**src/rtl/kpd_pkg.sv**
```systemverilog
package kpd_pkg;
  localparam int ROWS_MAX = 6;
  localparam int FL_NOKEY = 0;
  localparam int FL_KEY   = 1;
  localparam int FL_SCAN  = 2;
  localparam int FL_WAKE  = 3;

  typedef enum logic [1:0] {ST_IDLE, ST_SETTLE, ST_DEBNC, ST_GAP} kpd_state_e;

  // last tick index of a phase: 2*(code+1) ticks -> 0 .. 2*code+1
  function automatic logic [4:0] last_tick(input logic [3:0] code);
    return {code, 1'b1};
  endfunction

  // rows in use; codes below 2 fall back to three rows
  function automatic logic [ROWS_MAX-1:0] row_mask(input logic [2:0] code);
    case (code)
      3'd3:    return 6'b001111;
      3'd4:    return 6'b011111;
      3'd5, 3'd6, 3'd7: return 6'b111111;
      default: return 6'b000111;
    endcase
  endfunction

  // pressed rows, active high, limited to the rows in use
  function automatic logic [ROWS_MAX-1:0] row_hits(input logic [ROWS_MAX-1:0] rows,
                                                   input logic [2:0] code);
    return ~rows & row_mask(code);
  endfunction
endpackage

```
**src/rtl/kpd_timer.sv**
```systemverilog
module kpd_timer
  import kpd_pkg::*;
#(
  parameter int DIVW = 18
) (
  input  logic            clk,
  input  logic            rst_n,
  input  logic            hold_i,
  input  logic [DIVW-1:0] div_i,
  input  logic [3:0]      code_i,
  output logic            done_o
);
  logic [DIVW-1:0] div_cnt;
  logic [4:0]      tick_cnt;
  logic            tick;

  assign tick   = (div_cnt == div_i);
  assign done_o = tick && (tick_cnt == last_tick(code_i));

  always_ff @(posedge clk or negedge rst_n) begin
    if (!rst_n) begin
      div_cnt  <= '0;
      tick_cnt <= '0;
    end else if (hold_i || done_o) begin
      div_cnt  <= '0;
      tick_cnt <= '0;
    end else begin
      div_cnt <= tick ? '0 : div_cnt + 1'b1;
      if (tick) tick_cnt <= tick_cnt + 1'b1;
    end
  end


  no_double_done_chk: assert property (@(posedge clk) disable iff (!rst_n)
    done_o |=> !done_o);
endmodule

```
**src/rtl/kpd_engine.sv**
```systemverilog
module kpd_engine
  import kpd_pkg::*;
#(
  parameter int NCOLS = 8,
  parameter int CW    = 3
) (
  input  logic                clk,
  input  logic                rst_n,
  input  logic                clr_i,
  input  logic                start_i,
  input  logic                stop_i,
  input  logic                phase_done_i,
  input  logic [ROWS_MAX-1:0] rows_i,
  input  logic [2:0]          nrows_code_i,
  output logic [NCOLS-1:0]    cols_n_o,
  output kpd_state_e          state_o,
  output logic                evt_key_o,
  output logic                evt_scan_o,
  output logic                evt_nokey_o,
  output logic                row_hit_o,
  output logic [ROWS_MAX-1:0] row_st_o,
  output logic [2:0]          col_st_o,
  output logic                nokey_st_o
);
  kpd_state_e          state_q, state_d;
  logic [CW-1:0]       col_q, col_d;
  logic [ROWS_MAX-1:0] pat_q, pat_d, hits;
  logic                kf_q, kf_d, advance, last_col, drive;

  assign hits      = row_hits(rows_i, nrows_code_i);
  assign row_hit_o = |hits;
  assign last_col  = (col_q == CW'(NCOLS - 1));
  assign drive     = (state_q == ST_SETTLE) || (state_q == ST_DEBNC);
  assign state_o   = state_q;

  always_comb begin
    for (int c = 0; c < NCOLS; c++) cols_n_o[c] = !(drive && (col_q == CW'(c)));
  end

  always_comb begin
    state_d     = state_q;
    col_d       = col_q;
    pat_d       = pat_q;
    kf_d        = kf_q;
    advance     = 1'b0;
    evt_key_o   = 1'b0;
    evt_scan_o  = 1'b0;
    evt_nokey_o = 1'b0;
    if (stop_i) begin
      state_d = ST_IDLE;
      col_d   = '0;
      kf_d    = 1'b0;
    end else begin
      case (state_q)
        ST_IDLE: if (start_i) begin
          state_d = ST_SETTLE;
          col_d   = '0;
        end
        ST_SETTLE: if (phase_done_i) begin
          if (|hits) begin
            pat_d   = hits;
            state_d = ST_DEBNC;
          end else advance = 1'b1;
        end
        ST_DEBNC: if (phase_done_i) begin
          if (hits == pat_q) begin
            evt_key_o = 1'b1;
            kf_d      = 1'b1;
          end
          advance = 1'b1;
        end
        default: if (phase_done_i) begin
          state_d = ST_SETTLE;
          col_d   = '0;
          kf_d    = 1'b0;
        end
      endcase
      if (advance) begin
        if (last_col) begin
          evt_scan_o  = 1'b1;
          evt_nokey_o = !(kf_q || evt_key_o);
          state_d     = ST_GAP;
        end else begin
          col_d   = col_q + 1'b1;
          state_d = ST_SETTLE;
        end
      end
    end
  end

  always_ff @(posedge clk or negedge rst_n) begin
    if (!rst_n) begin
      state_q <= ST_IDLE; col_q <= '0; pat_q <= '0; kf_q <= 1'b0;
      row_st_o <= '0; col_st_o <= '0; nokey_st_o <= 1'b0;
    end else if (clr_i) begin
      state_q <= ST_IDLE; col_q <= '0; pat_q <= '0; kf_q <= 1'b0;
      row_st_o <= '0; col_st_o <= '0; nokey_st_o <= 1'b0;
    end else begin
      state_q <= state_d;
      col_q   <= col_d;
      pat_q   <= pat_d;
      kf_q    <= kf_d;
      if (evt_key_o) begin
        row_st_o <= hits;
        col_st_o <= 3'(col_q);
      end
      if (evt_scan_o) nokey_st_o <= evt_nokey_o;
    end
  end


  one_col_chk: assert property (@(posedge clk) disable iff (!rst_n)
    $onehot0(~cols_n_o));

  idle_cols_chk: assert property (@(posedge clk) disable iff (!rst_n)
    (state_q == ST_IDLE) |-> (&cols_n_o));

  phase_wait_chk: assert property (@(posedge clk) disable iff (!rst_n)
    ($past(state_q) == ST_SETTLE && state_q != ST_SETTLE && !$past(clr_i) && !$past(stop_i))
      |-> $past(phase_done_i));

  key_row_chk: assert property (@(posedge clk) disable iff (!rst_n || clr_i)
    evt_key_o |=> (row_st_o != '0));
endmodule

```
**src/rtl/kpd_flags.sv**
```systemverilog
module kpd_flags
  import kpd_pkg::*;
(
  input  logic       clk,
  input  logic       rst_n,
  input  logic       clr_core_i,
  input  logic       single_i,
  input  logic [3:0] ev_i,
  input  logic [3:0] w1c_i,
  input  logic [3:0] ie_i,
  output logic [3:0] flags_o,
  output logic       irq_o
);
  logic [3:0] set_v;
  logic       armed_q;

  always_comb begin
    set_v         = ev_i;
    set_v[FL_KEY] = ev_i[FL_KEY] && (!single_i || armed_q);
  end

  assign irq_o = |(flags_o & ie_i);

  always_ff @(posedge clk or negedge rst_n) begin
    if (!rst_n) begin
      flags_o <= '0;
      armed_q <= 1'b1;
    end else if (clr_core_i) begin
      flags_o <= '0;
      armed_q <= 1'b1;
    end else begin
      flags_o <= (flags_o & ~w1c_i) | set_v;
      if (set_v[FL_KEY])        armed_q <= 1'b0;
      else if (ev_i[FL_NOKEY])  armed_q <= 1'b1;
    end
  end


  sticky_chk: assert property (@(posedge clk) disable iff (!rst_n)
    !clr_core_i |=> ((flags_o & $past(flags_o & ~w1c_i)) == $past(flags_o & ~w1c_i)));
endmodule

```
**src/rtl/kpd_scan_ctrl.sv**
```systemverilog
module kpd_scan_ctrl
  import kpd_pkg::*;
#(
  parameter int NCOLS = 8,
  parameter int DIVW  = 18
) (
  input  logic             clk,
  input  logic             rst_n,
  input  logic             en_i,
  input  logic             swrst_i,
  input  logic             start_i,
  input  logic             stop_i,
  input  logic             autostart_i,
  input  logic             single_i,
  input  logic [DIVW-1:0]  clkdiv_i,
  input  logic [3:0]       settle_code_i,
  input  logic [3:0]       deb_code_i,
  input  logic [3:0]       gap_code_i,
  input  logic [2:0]       nrows_code_i,
  input  logic [3:0]       ie_i,
  input  logic [3:0]       flag_clr_i,
  input  logic [5:0]       rows_i,
  output logic [NCOLS-1:0] cols_n_o,
  output logic             running_o,
  output logic             resetting_o,
  output logic [5:0]       row_st_o,
  output logic [2:0]       col_st_o,
  output logic             nokey_st_o,
  output logic [3:0]       flags_o,
  output logic             irq_o
);
  localparam int CW = (NCOLS > 1) ? $clog2(NCOLS) : 1;

  kpd_state_e state;
  logic       en_q, core_clr, start_evt, phase_done, hold;
  logic       evt_key, evt_scan, evt_nokey, row_hit, evt_wake;
  logic [3:0] phase_code, events;

  assign core_clr  = swrst_i || !en_i;
  assign start_evt = start_i || (en_i && !en_q && autostart_i);
  assign hold      = core_clr || (state == ST_IDLE);
  assign running_o = (state != ST_IDLE);
  assign evt_wake  = (state == ST_IDLE) && row_hit;

  always_comb begin
    events           = '0;
    events[FL_NOKEY] = evt_nokey;
    events[FL_KEY]   = evt_key;
    events[FL_SCAN]  = evt_scan;
    events[FL_WAKE]  = evt_wake;
  end

  always_comb begin
    case (state)
      ST_SETTLE: phase_code = settle_code_i;
      ST_DEBNC:  phase_code = deb_code_i;
      default:   phase_code = gap_code_i;
    endcase
  end

  always_ff @(posedge clk or negedge rst_n) begin
    if (!rst_n) begin
      en_q        <= 1'b0;
      resetting_o <= 1'b0;
    end else begin
      en_q        <= en_i;
      resetting_o <= swrst_i;
    end
  end

  kpd_timer #(.DIVW(DIVW)) u_timer (
    .clk(clk), .rst_n(rst_n), .hold_i(hold), .div_i(clkdiv_i),
    .code_i(phase_code), .done_o(phase_done)
  );

  kpd_engine #(.NCOLS(NCOLS), .CW(CW)) u_engine (
    .clk(clk), .rst_n(rst_n), .clr_i(core_clr), .start_i(start_evt),
    .stop_i(stop_i), .phase_done_i(phase_done), .rows_i(rows_i),
    .nrows_code_i(nrows_code_i), .cols_n_o(cols_n_o), .state_o(state),
    .evt_key_o(evt_key), .evt_scan_o(evt_scan), .evt_nokey_o(evt_nokey),
    .row_hit_o(row_hit), .row_st_o(row_st_o), .col_st_o(col_st_o),
    .nokey_st_o(nokey_st_o)
  );

  kpd_flags u_flags (
    .clk(clk), .rst_n(rst_n), .clr_core_i(core_clr), .single_i(single_i),
    .ev_i(events), .w1c_i(flag_clr_i), .ie_i(ie_i), .flags_o(flags_o),
    .irq_o(irq_o)
  );


  resetting_chk: assert property (@(posedge clk) disable iff (!rst_n)
    swrst_i |=> resetting_o);

  stop_chk: assert property (@(posedge clk) disable iff (!rst_n)
    stop_i |=> !running_o);

  wake_chk: assert property (@(posedge clk) disable iff (!rst_n)
    (!running_o && en_i && !swrst_i && !start_evt && (row_hits(rows_i, nrows_code_i) != '0))
      |=> flags_o[FL_WAKE]);
endmodule

```
**config.mk**
```make
export PLATFORM = sky130hd
export DESIGN_NAME = kpd_scan_ctrl
export DESIGN_NICKNAME = d
export VERILOG_FILES = /design/src/rtl/kpd_pkg.sv /design/src/rtl/kpd_timer.sv /design/src/rtl/kpd_engine.sv /design/src/rtl/kpd_flags.sv /design/src/rtl/kpd_scan_ctrl.sv
export SDC_FILE = /design/constraint.sdc
export NUM_CORES = 1
export LEC_CHECK = 0
export BUFFER_PORTS_ARGS = -buffer_cell sky130_fd_sc_hd__buf_2
export CAP_MARGIN = 10
export CORE_AREA = 2 2 109 111
export CTS_CLUSTER_SIZE = 30
export DETAILED_ROUTE_END_ITERATION = 10
export DIE_AREA = 0 0 111 113
export PLACE_DENSITY_LB_ADDON = 0.25
export SETUP_SLACK_MARGIN = 0.1
export SYNTH_ARGS = -nofsm -noshare
export SYNTH_HDL_FRONTEND = slang
export SYNTH_SLANG_ARGS = --single-unit
```
**constraint.sdc**
```tcl
create_clock -name clk -period 2.4 [get_ports clk]
set_input_delay 0.48 -clock clk [delete_from_list [all_inputs] [get_ports clk]]
set_output_delay 0.48 -clock clk [all_outputs]
set_load 0.01 [all_outputs]
```
== After elaboration in Yosys (flattened, before gate mapping) ==
Cells that the tools add are included.

* Flip-flop bits (word level): 52
* Latch bits: 0
* RAM bits: 0
* ROM bits: 0
* Input port bits: 55
* Output and inout port bits: 25
* Logic and storage cells: 157
* Memories kept: 0

* Add/subtract/negate cells: 3
* Multiply operators: 0
* Divide/modulo/power cells: 0
* $lt $le $gt $ge: 0
* Equal/unequal tests: 24
* Shift operators: 0
* Mux-type cells: 59
* Bitwise gates (word level): 6
* Reduce and logical (&&, ||, !) cells: 52

{| class="wikitable"
|+ Operators with widths
! cell !! count
|-
| 6-bit two-way mux || 7
|-
| 18-bit two-way mux || 2
|-
| 1-bit two-way mux || 25
|-
| 3-bit equality test (second input constant) || 8
|-
| 3-bit two-way mux || 8
|-
| 18-bit by 1-bit adder with 18-bit output (second input constant) || 1
|-
| 18-bit equality test || 1
|-
| 6-bit one-hot mux with 3 select lines || 1
|-
| 2-bit two-way mux || 8
|-
| 2-bit nonzero test || 7
|-
| 1-bit logical AND || 13
|-
| 1-bit logical NOT || 12
|-
| 5-bit two-way mux || 2
|-
| 5-bit != test (second input constant) || 2
|-
| 3-bit by 2-bit equality test with 1-bit output (second input constant) || 3
|-
| 4-bit AND || 2
|-
| 4-bit != test (second input constant) || 2
|-
| 4-bit one-hot mux with 2 select lines || 1
|-
| 1-bit logical OR || 7
|-
| 6-bit AND || 1
|-
| 6-bit equality test || 1
|-
| 6-bit inverter || 1
|-
| 2-bit one-hot mux with 3 select lines || 1
|-
| 3-bit one-hot mux with 2 select lines || 1
|-
| other kinds (24) || 27
|}

== Longest topological paths before layout ==
Gate-level depths: netlist of the first run.

* Depth in word-level cells: 17
* Mapped depth: 10
* Gate-level depth less buffers: 8

== Hierarchy ==
From an unflattened synthesis of the first run, not the netlist that was laid out.

* Cells, all modules: 364
* Area total of the unflattened synthesis: 3,293.2 µm²

{| class="wikitable"
|+ Modules (own cells, without submodules)
! module !! times used !! cells an instance !! area each (µm²) !! seq. area each (µm²)
|-
| kpd_engine || 1 || 164 || 1,442.6 || 550.5
|-
| kpd_timer || 1 || 152 || 1,421.4 || 575.6
|-
| kpd_flags || 1 || 22 || 226.5 || 126.4
|-
| kpd_scan_ctrl || 1 || 26 || 202.7 || 50.0
|}

== Worst setup path before layout of the first run ==
Ideal clock, no wire load.

* Kind: reg-to-reg
* From: register u_engine.state_q[0] (netlist: u_engine.state_o[0])
* To: register u_engine.pat_q[5]
* Library setup time: 66 ps
* Arrival time: 2,185 ps
* Data required time: 2,334 ps
* Slack: 149 ps
* Stages on the path, launching flop included: 11
* Buffers on the path: 2
* Clock period less this slack: 2,251 ps
* Cell sequence: dfrtp_1 inv_1 ha_1 buf_6 a22oi_2 xnor2_1 nor4_4 a21oi_2 buf_6 or4_1 nand2_1

* Cells in the longest elaborated chain, start to end: 6
* Elaborated cells between the ends (all ways): 8
* Those cells by class: eq/ne (3); mux (1); reduce/logical (4)

{| class="wikitable"
|+ Ends and longest elaborated chain
! item !! line !! text
|-
| start: declaration || kpd_engine.sv:25 || <nowiki>kpd_state_e state_q, state_d;</nowiki>
|-
| start signal: assignment || kpd_engine.sv:99 || <nowiki>state_q <= state_d;</nowiki>
|-
| 2-bit equality test or 2-bit by 1-bit equality test with 1-bit output (tied branches) || kpd_scan_ctrl.sv:54, kpd_engine.sv:54 ||
|-
| 4-bit one-hot mux with 2 select lines || kpd_scan_ctrl.sv:54 || <nowiki>case (state)</nowiki>
|-
| 5-bit equality test || kpd_timer.sv:18 || <nowiki>assign done_o = tick && (tick_cnt == last_tick(code_i));</nowiki>
|-
| 1-bit logical AND || kpd_timer.sv:18 ||
|-
| 2-bit nonzero test (no source line) || -- ||
|-
| 4-bit AND reduction (no source line) (*) || -- ||
|-
| end signal: assignment || kpd_engine.sv:101 || <nowiki>pat_q <= pat_d;</nowiki>
|-
| end: declaration || kpd_engine.sv:27 || <nowiki>logic [ROWS_MAX-1:0] pat_q, pat_d, hits;</nowiki>
|}

Every way passes the cells marked *; elsewhere a longest branch is shown, timed or not.
A chain may end at the register's enable or synchronous reset.

== Worst setup path in the final report of the first run ==
* From: register u_engine.state_q[0] (netlist: u_engine.state_o[0])
* To: register u_engine.col_st_o[2]

* Cells in the longest elaborated chain, start to end: 9
* Elaborated cells between the ends (all ways): 10
* Those cells by class: eq/ne (3); mux (5); reduce/logical (2)

{| class="wikitable"
|+ Ends and longest elaborated chain
! item !! line !! text
|-
| 2-bit equality test or 2-bit by 1-bit equality test with 1-bit output (tied branches) || kpd_engine.sv:54, kpd_scan_ctrl.sv:54 ||
|-
| 4-bit one-hot mux with 2 select lines || kpd_scan_ctrl.sv:54 ||
|-
| 5-bit equality test || kpd_timer.sv:18 ||
|-
| 1-bit logical AND || kpd_timer.sv:18 ||
|-
| 1-bit two-way mux || kpd_engine.sv:65 || <nowiki>ST_DEBNC: if (phase_done_i) begin</nowiki>
|-
| 1-bit two-way mux (*) || kpd_engine.sv:54 || <nowiki>case (state_q)</nowiki>
|-
| 1-bit two-way mux (*) (2 in series) || kpd_engine.sv:49 || <nowiki>if (stop_i) begin</nowiki>
|-
| 2-bit nonzero test (no source line) (*) || -- ||
|-
| end signal: assignment || kpd_engine.sv:105 || <nowiki>col_st_o <= 3'(col_q);</nowiki>
|-
| end: declaration || kpd_engine.sv:22 || <nowiki>output logic [2:0] col_st_o,</nowiki>
|}

Every way passes the cells marked *; elsewhere a longest branch is shown, timed or not. The select of a mux whose other input is x is not followed.

==> results of run 1 <==
layout by cell type (no fill, tap or decap), drive strengths merged, types with 3 or more instances in the layout:
master,netlist,routed
buf,10,106
dfrtp,51,51
nand2,32,32
nor2,30,30
xnor2,30,30
xor2,21,21
nand3,18,18
inv,12,13
ha,12,12
a21oi,12,12
nand4,11,11
nand2b,10,10
mux2i,10,10
nor4,7,7
o21ai,7,7
and3,6,6
and2,6,6
nor3,6,6
a22oi,6,6
a31oi,5,5
clkbuf,7,5
or3,5,5
o21a,4,4
nor2b,3,3
o2bb2ai,3,3
and4,3,3
area by class of cell:
type | count | area (µm²) | share of cell area, %
repair buffers | 106 | 647 | 15.0
flip-flops and latches | 52 | 1300 | 30.1
multi-input cells | 271 | 1980 | 45.8
clock inverters | 3 | 46.3 | 1.07
clock buffers | 5 | 125 | 2.89
inverters | 12 | 45.0 | 1.04
well taps | 143 | 179 | 4.14
state kept, by name, indices dropped and copies added, names as in the netlist, 2 cells and up:
register / cells
u_timer.tick_cnt: 5
u_flags.flags_o: 4
u_engine.pat_q: 6
u_engine.row_st_o: 6
u_timer.div_cnt: 18
u_engine.col_q: 3
u_engine.col_st_o: 3
u_engine.state_o: 2
cell families after synthesis:
kind of cell    Yosys count  share of synthesized area, %
mux                      10                          3.02
compound gates           52                          11.3
fa+ha+maj                12                          4.53
simple gates            146                          23.3
flops                    52                          39.3
buf+inv                  30                          5.06
xor+xnor                 51                          13.5
power by group:
| part | switching, mW | leakage (nW) | internal [mW] | total (mW) |
|---|---|---|---|---|
| Sequential | 0.00236 | 0.716 | 0.879 | 0.881 |
| Combinational | 0.117 | 1.10 | 0.0965 | 0.214 |
| Clock | 0.360 | 0.0804 | 0.497 | 0.857 |
| Total | 0.479 | 1.90 | 1.47 | 1.95 |
worst max-delay path, delay by kind of cell (launching register included):
kind / cells / cell delay, ns
AOI/OAI and AO/OA: 2 / 0.30
xor gates and xnor gates: 1 / 0.12
buffers and inverters: 3 / 0.53
DFF: 1 / 0.41
muxes: 1 / 0.11
and+or+nand+nor: 2 / 0.55
adders and majority gates: 1 / 0.17
how the worst min path moves through the flow:
| stage | end | slack [ns] | cells past startpoint | from |
|---|---|---|---|---|
| after floorplan | en_q | 0.18 | 0 | rst_n |
| after global placement | u_timer.div_cnt[0] | 0.49 | 1 | u_timer.div_cnt[0] |
| after detailed placement | u_timer.div_cnt[0] | 0.50 | 1 | u_timer.div_cnt[0] |
| after CTS | u_engine.row_st_o[4] | 0.21 | 1 | rst_n |
| after global routing | u_engine.row_st_o[0] | 0.23 | 1 | rst_n |
| final | u_engine.row_st_o[0] | 0.19 | 1 | rst_n |
timing repair:
item                       in CTS  in global routing
setup endpoints to repair      19                 29
gates resized for setup         9                 29
pin swaps                       5                 12
setup buffers                   1                  4
gates cloned                    0                  2
metal layers:
layer	routed length, µm	track usage, %
met5	13	0
met4	75	3.75
met3	410	2.46
met2	4160	22.9
met1	4190	18.5
Yosys cell counts, types with 2 or more instances:
cell type	number	area share, %
a2111o_1	2	0.68
a211oi_1	2	0.45
a21oi_1	11	1.7
a22oi_1	4	0.91
a22oi_2	2	0.75
a31oi_1	5	0.94
and2_1	6	1.1
and3_1	6	1.1
and4_1	3	0.79
buf_2	3	0.45
buf_6	6	2.0
clkbuf_1	7	0.79
dfrtp_1	51	39
ha_1	12	4.5
inv_1	11	1.2
mux2i_1	10	3.0
nand2_1	32	3.6
nand2b_1	10	1.9
nand3_1	18	2.7
nand4_1	11	2.1
nor2_1	30	3.4
nor2b_1	3	0.57
nor3_1	6	0.91
nor4_1	6	1.1
nor4b_1	2	0.53
o211ai_1	2	0.45
o21a_1	4	0.91
o21ai_0	2	0.30
o21ai_1	5	0.75
o2bb2ai_1	3	0.79
o31a_1	2	0.53
or3_1	5	0.94
or4_1	2	0.45
xnor2_1	30	7.9
xor2_1	21	5.5
metrics by stage:
stage	utilization (%)	setup TNS (ns)
floorplan	-	0
global route	38.4	-0.0621
global placement	35.0	0
CTS	37.0	0
finish	38.4	0
detailed placement	35.0	0
==> reports/summary.txt, run 1 <==
Clk pin slew, worst setup/hold paths = 0.08 ns
CTS tree = done
WS Path Type = flip-flop to flip-flop
Worst setup SP type = flip-flop
Cell Pwr Density = 451 nW/µm²
Grt ovf = 0
Pre-antenna DRT Iters = 4
Placer Congestion = 0.805
Crit path launch = u_engine.state_o[0]
Syn nets = 420
Max Freq = 429 MHz
Number of diodes = 0
Area Growth Syn to Fin = 30.5%
Nets = 515
Largest net degree at the start of global routing = 30
WP data arrival = 2.51 ns
Hold Vio Cnt, Final = 0
Worst R2R Setup Slack = 0.07 ns
CTS Buf Count = 5
Most frequent CP cell = buf_6
Slowest cell on crit path = dfrtp_1
# IOs = 80
Hold buffers post-CTS = 0
Post-route ant nets = 0
Initial antenna violation count = 1
Ratio of cells with drive above 1 in the final layout = 32.7%
Clock sinks = 52
Starting utilization of the core area = 29.4%
Crit-path cells = buf_6 > ha_4 > a22oi_2 > xnor2_2 > nor4_4 > buf_4 > a21o_4 > nand4_1 > buf_6 > mux2i_1
Placed cell area = 3950 µm²
Clock Root Buffer = clkbuf_16
DP Worst Slack = 0.0320 ns
Min Tclk post-route = 2.33 ns
Vias in the first global route = 2917
Final WL = 8.85 mm
CP endpoint = u_engine.col_st_o[2]
Final Cycle Share = 97.1%
Count of non-filler cells in the finished layout = 592
Worst-Skew Late Latency = 0.30 ns
Post-synth ARST share = 100%
Hold Crit Class = input pin to async pin
Worst r2r dst = u_engine.col_st_o[2]
Fill count = 1133
Number of distinct library cells after synthesis = 53
Reg2reg path depth = 10
Final Worst Setup Slack = 0.0706 ns
Die X = 111 µm
Port-buffer cells = 79
GRT Total Usage = 13.7%
Placed Cells = 578
Status = complete, no violations
DR vias = 2894
Post-Syn Area per Cell = 9.39 µm²
Gate Count Post-Synth = 353
Critical Path RT = 2.58 ns
Worst r2r src = u_engine.state_o[0]
DRT iter0 DRCs = 152
Crit path max fanout = 6
Maximum vdd drop = 0.291 mV
Total chip power = 1.95 mW
Max Root-Sink Buffers = 2
Max Cap Viol = 0
Die Y = 113 µm
CP Capture Type = flip-flop
Seq/Total Area, Yosys = 39.3%
Full die area = 12500 µm²
Slew margin rel. = 58.7%
DR WL/cell = 15.0 µm
Seq cells post-synth = 52
Core area = 11300 µm²
Row count = 39
# H-tree levels = 2
Hold_ws = 0.186 ns
Fin area = 4330 µm²
Worst Tran Pin Value = 0.619 ns
EDFF count, synth = 0
CP max stage delay = 0.41 ns
Static Leak = 1.90 nW
DRC viols = 0
Detailed Place HPWL = 6.49 mm
Main flop type after synthesis = dfrtp_1
Clock skew = 0.00941 ns
# setup viols final = 0
DR vias/cell = 4.89
First-pass GRT wire length = 14.3 mm
Cell Area, Synth = 3310 µm²
Pins Over Slew Limit = 0
Yosys warning total = 0
RSZ-0062 raised after global routing = true
No activity file was read; power rests on OpenSTA's default activity.
==> run 2, diff against run 1 <==
Clock period 2.4 ns to 2.7 ns, I/O delays scaled along.
==> reports/summary.txt, run 2 (synthesized netlist as in run 1, its figures left out) <==
Final Worst Setup Slack = 0.176 ns
Final core occ = 35.9%
CP Capture Type = flip-flop
Clk pin slew, worst setup/hold paths = 0.08 ns
GRT Total Usage = 13.8%
Register bank with the most flops = u_timer.div_cnt
Number of diodes = 0
Starting utilization of the core area = 29.4%
DR WL/cell = 14.5 µm
Area Growth Syn to Fin = 22.2%
Die X = 111 µm
Footprint of the multi-input gates = 1850 µm²
Placer Congestion = 0.771
DR vias = 2797
Hold Vio Cnt, Final = 0
Nets = 503
Top Registers = u_timer.div_cnt (18), u_engine.pat_q (6), u_engine.row_st_o (6)
Final WL = 8.42 mm
Detailed Place HPWL = 6.38 mm
Crit path launch = u_engine.state_o[1]
CTS tree = done
Hold_ws = 0.238 ns
Clock Root Buffer = clkbuf_16
Setup TNS = 0 ns
Initial antenna violation count = 0
WP data arrival = 2.76 ns
Cell Pwr Density = 404 nW/µm²
FF/Latch Area = 1300 µm²
# IOs = 80
Critical Path RT = 2.94 ns
DRT iter0 DRCs = 95
Static Leak = 1.80 nW
RSZ-0062 raised after global routing = false
Min Tclk post-route = 2.52 ns
# H-tree levels = 2
Worst-Skew Late Latency = 0.29 ns
WS Path Type = flip-flop to flip-flop
# setup viols final = 0
Pre-antenna DRT Iters = 4
Slew margin rel. = 65.0%
Worst setup SP type = flip-flop
Hold buffers post-CTS = 0
Commonest non-fill, non-tap cells in the layout = buf_2 (79), dfrtp_1 (51), nand2_1 (32)
Vias in the first global route = 2854
Hold Crit Class = input pin to async pin
Crit path max fanout = 7
Grt ovf = 0
Final Cycle Share = 93.5%
Status = complete, no violations
CTS Buf Count = 5
Fill count = 1130
Worst R2R Setup Slack = 0.18 ns
Worst r2r src = u_engine.state_o[1]
First-pass GRT wire length = 14.4 mm
Die Y = 113 µm
Pins Over Slew Limit = 0
Max Cap Viol = 0
Largest register FFs = 18
Row count = 39
Max Freq = 396 MHz
Total chip power = 1.63 mW
Most common cell after layout, fill and taps aside = buf_2
Post-route ant nets = 0
Core area = 11300 µm²
Maximum vdd drop = 0.261 mV
DR vias/cell = 4.82
Port-buffer cells = 79
Max Root-Sink Buffers = 2
Clock skew = 0.0109 ns
DRC viols = 0
Full die area = 12500 µm²
Largest net degree at the start of global routing = 53
Ratio of cells with drive above 1 in the final layout = 25.4%
Worst Tran Pin Value = 0.523 ns
DP Worst Slack = 0.0337 ns
Clock sinks = 52
[run 2: cell type report]
class | instances | share of cell area, %
Tap cell | 143 | 4.42
Sequential cell | 52 | 32.2
Clock inverter | 2 | 0.433
Timing Repair Buffer | 94 | 12.9
Multi-Input combinational cell | 271 | 45.6
Inverter | 12 | 1.11
Clock buffer | 6 | 3.43
[run 2: critical path, cell delays in order, from the launching register on]
cell and delay [ns]:
dfrtp_1 0.42, inv_1 0.10, ha_1 0.26, a22oi_2 0.18, xnor2_1 0.12, nor4_4 0.39, a21oi_2 0.16, a2111oi_1 0.51
buf_4 0.20, o32a_1 0.13
[run 2: final timing paths]
kind,depth (start not counted),endpoint
min in group clk,1,resetting_o
max reg2reg,9,u_flags.armed_q
min reg2reg,1,u_timer.div_cnt[0]
max,9,u_flags.armed_q
min,2,en_q
max in group asynchronous,2,u_flags.armed_q
[run 2: repair_timing]
item                                    CTS  global route
pin swaps                                 0             2
endpoints found under the setup margin    1             4
setup buffers                             0             2
gates resized for setup                   1             0
[run 2: stage by stage]
stage	cell area (µm²)	std cells
floorplan	3310	353
CTS	4030	578
global placement	3880	570
detailed placement	3880	570
global route	4050	580
finish	4050	580
[run 2: metal layers]
layer	vias up	GRT usage, %	share of wire (%)
met2	62	23.2	47
met1	1330	18.6	48
met3	7	2.46	4.0
li1	1398	-	-
met4	0	3.00	0.84
met5	-	0	0
[run 2: power breakdown]
part / total [mW] / leakage [nW] / internal (mW) / switching (mW)
clock network: 0.683 / 0.0779 / 0.377 / 0.306
registers: 0.784 / 0.717 / 0.781 / 0.00228
logic: 0.169 / 1.00 / 0.0732 / 0.0954
total: 1.63 / 1.80 / 1.23 / 0.404
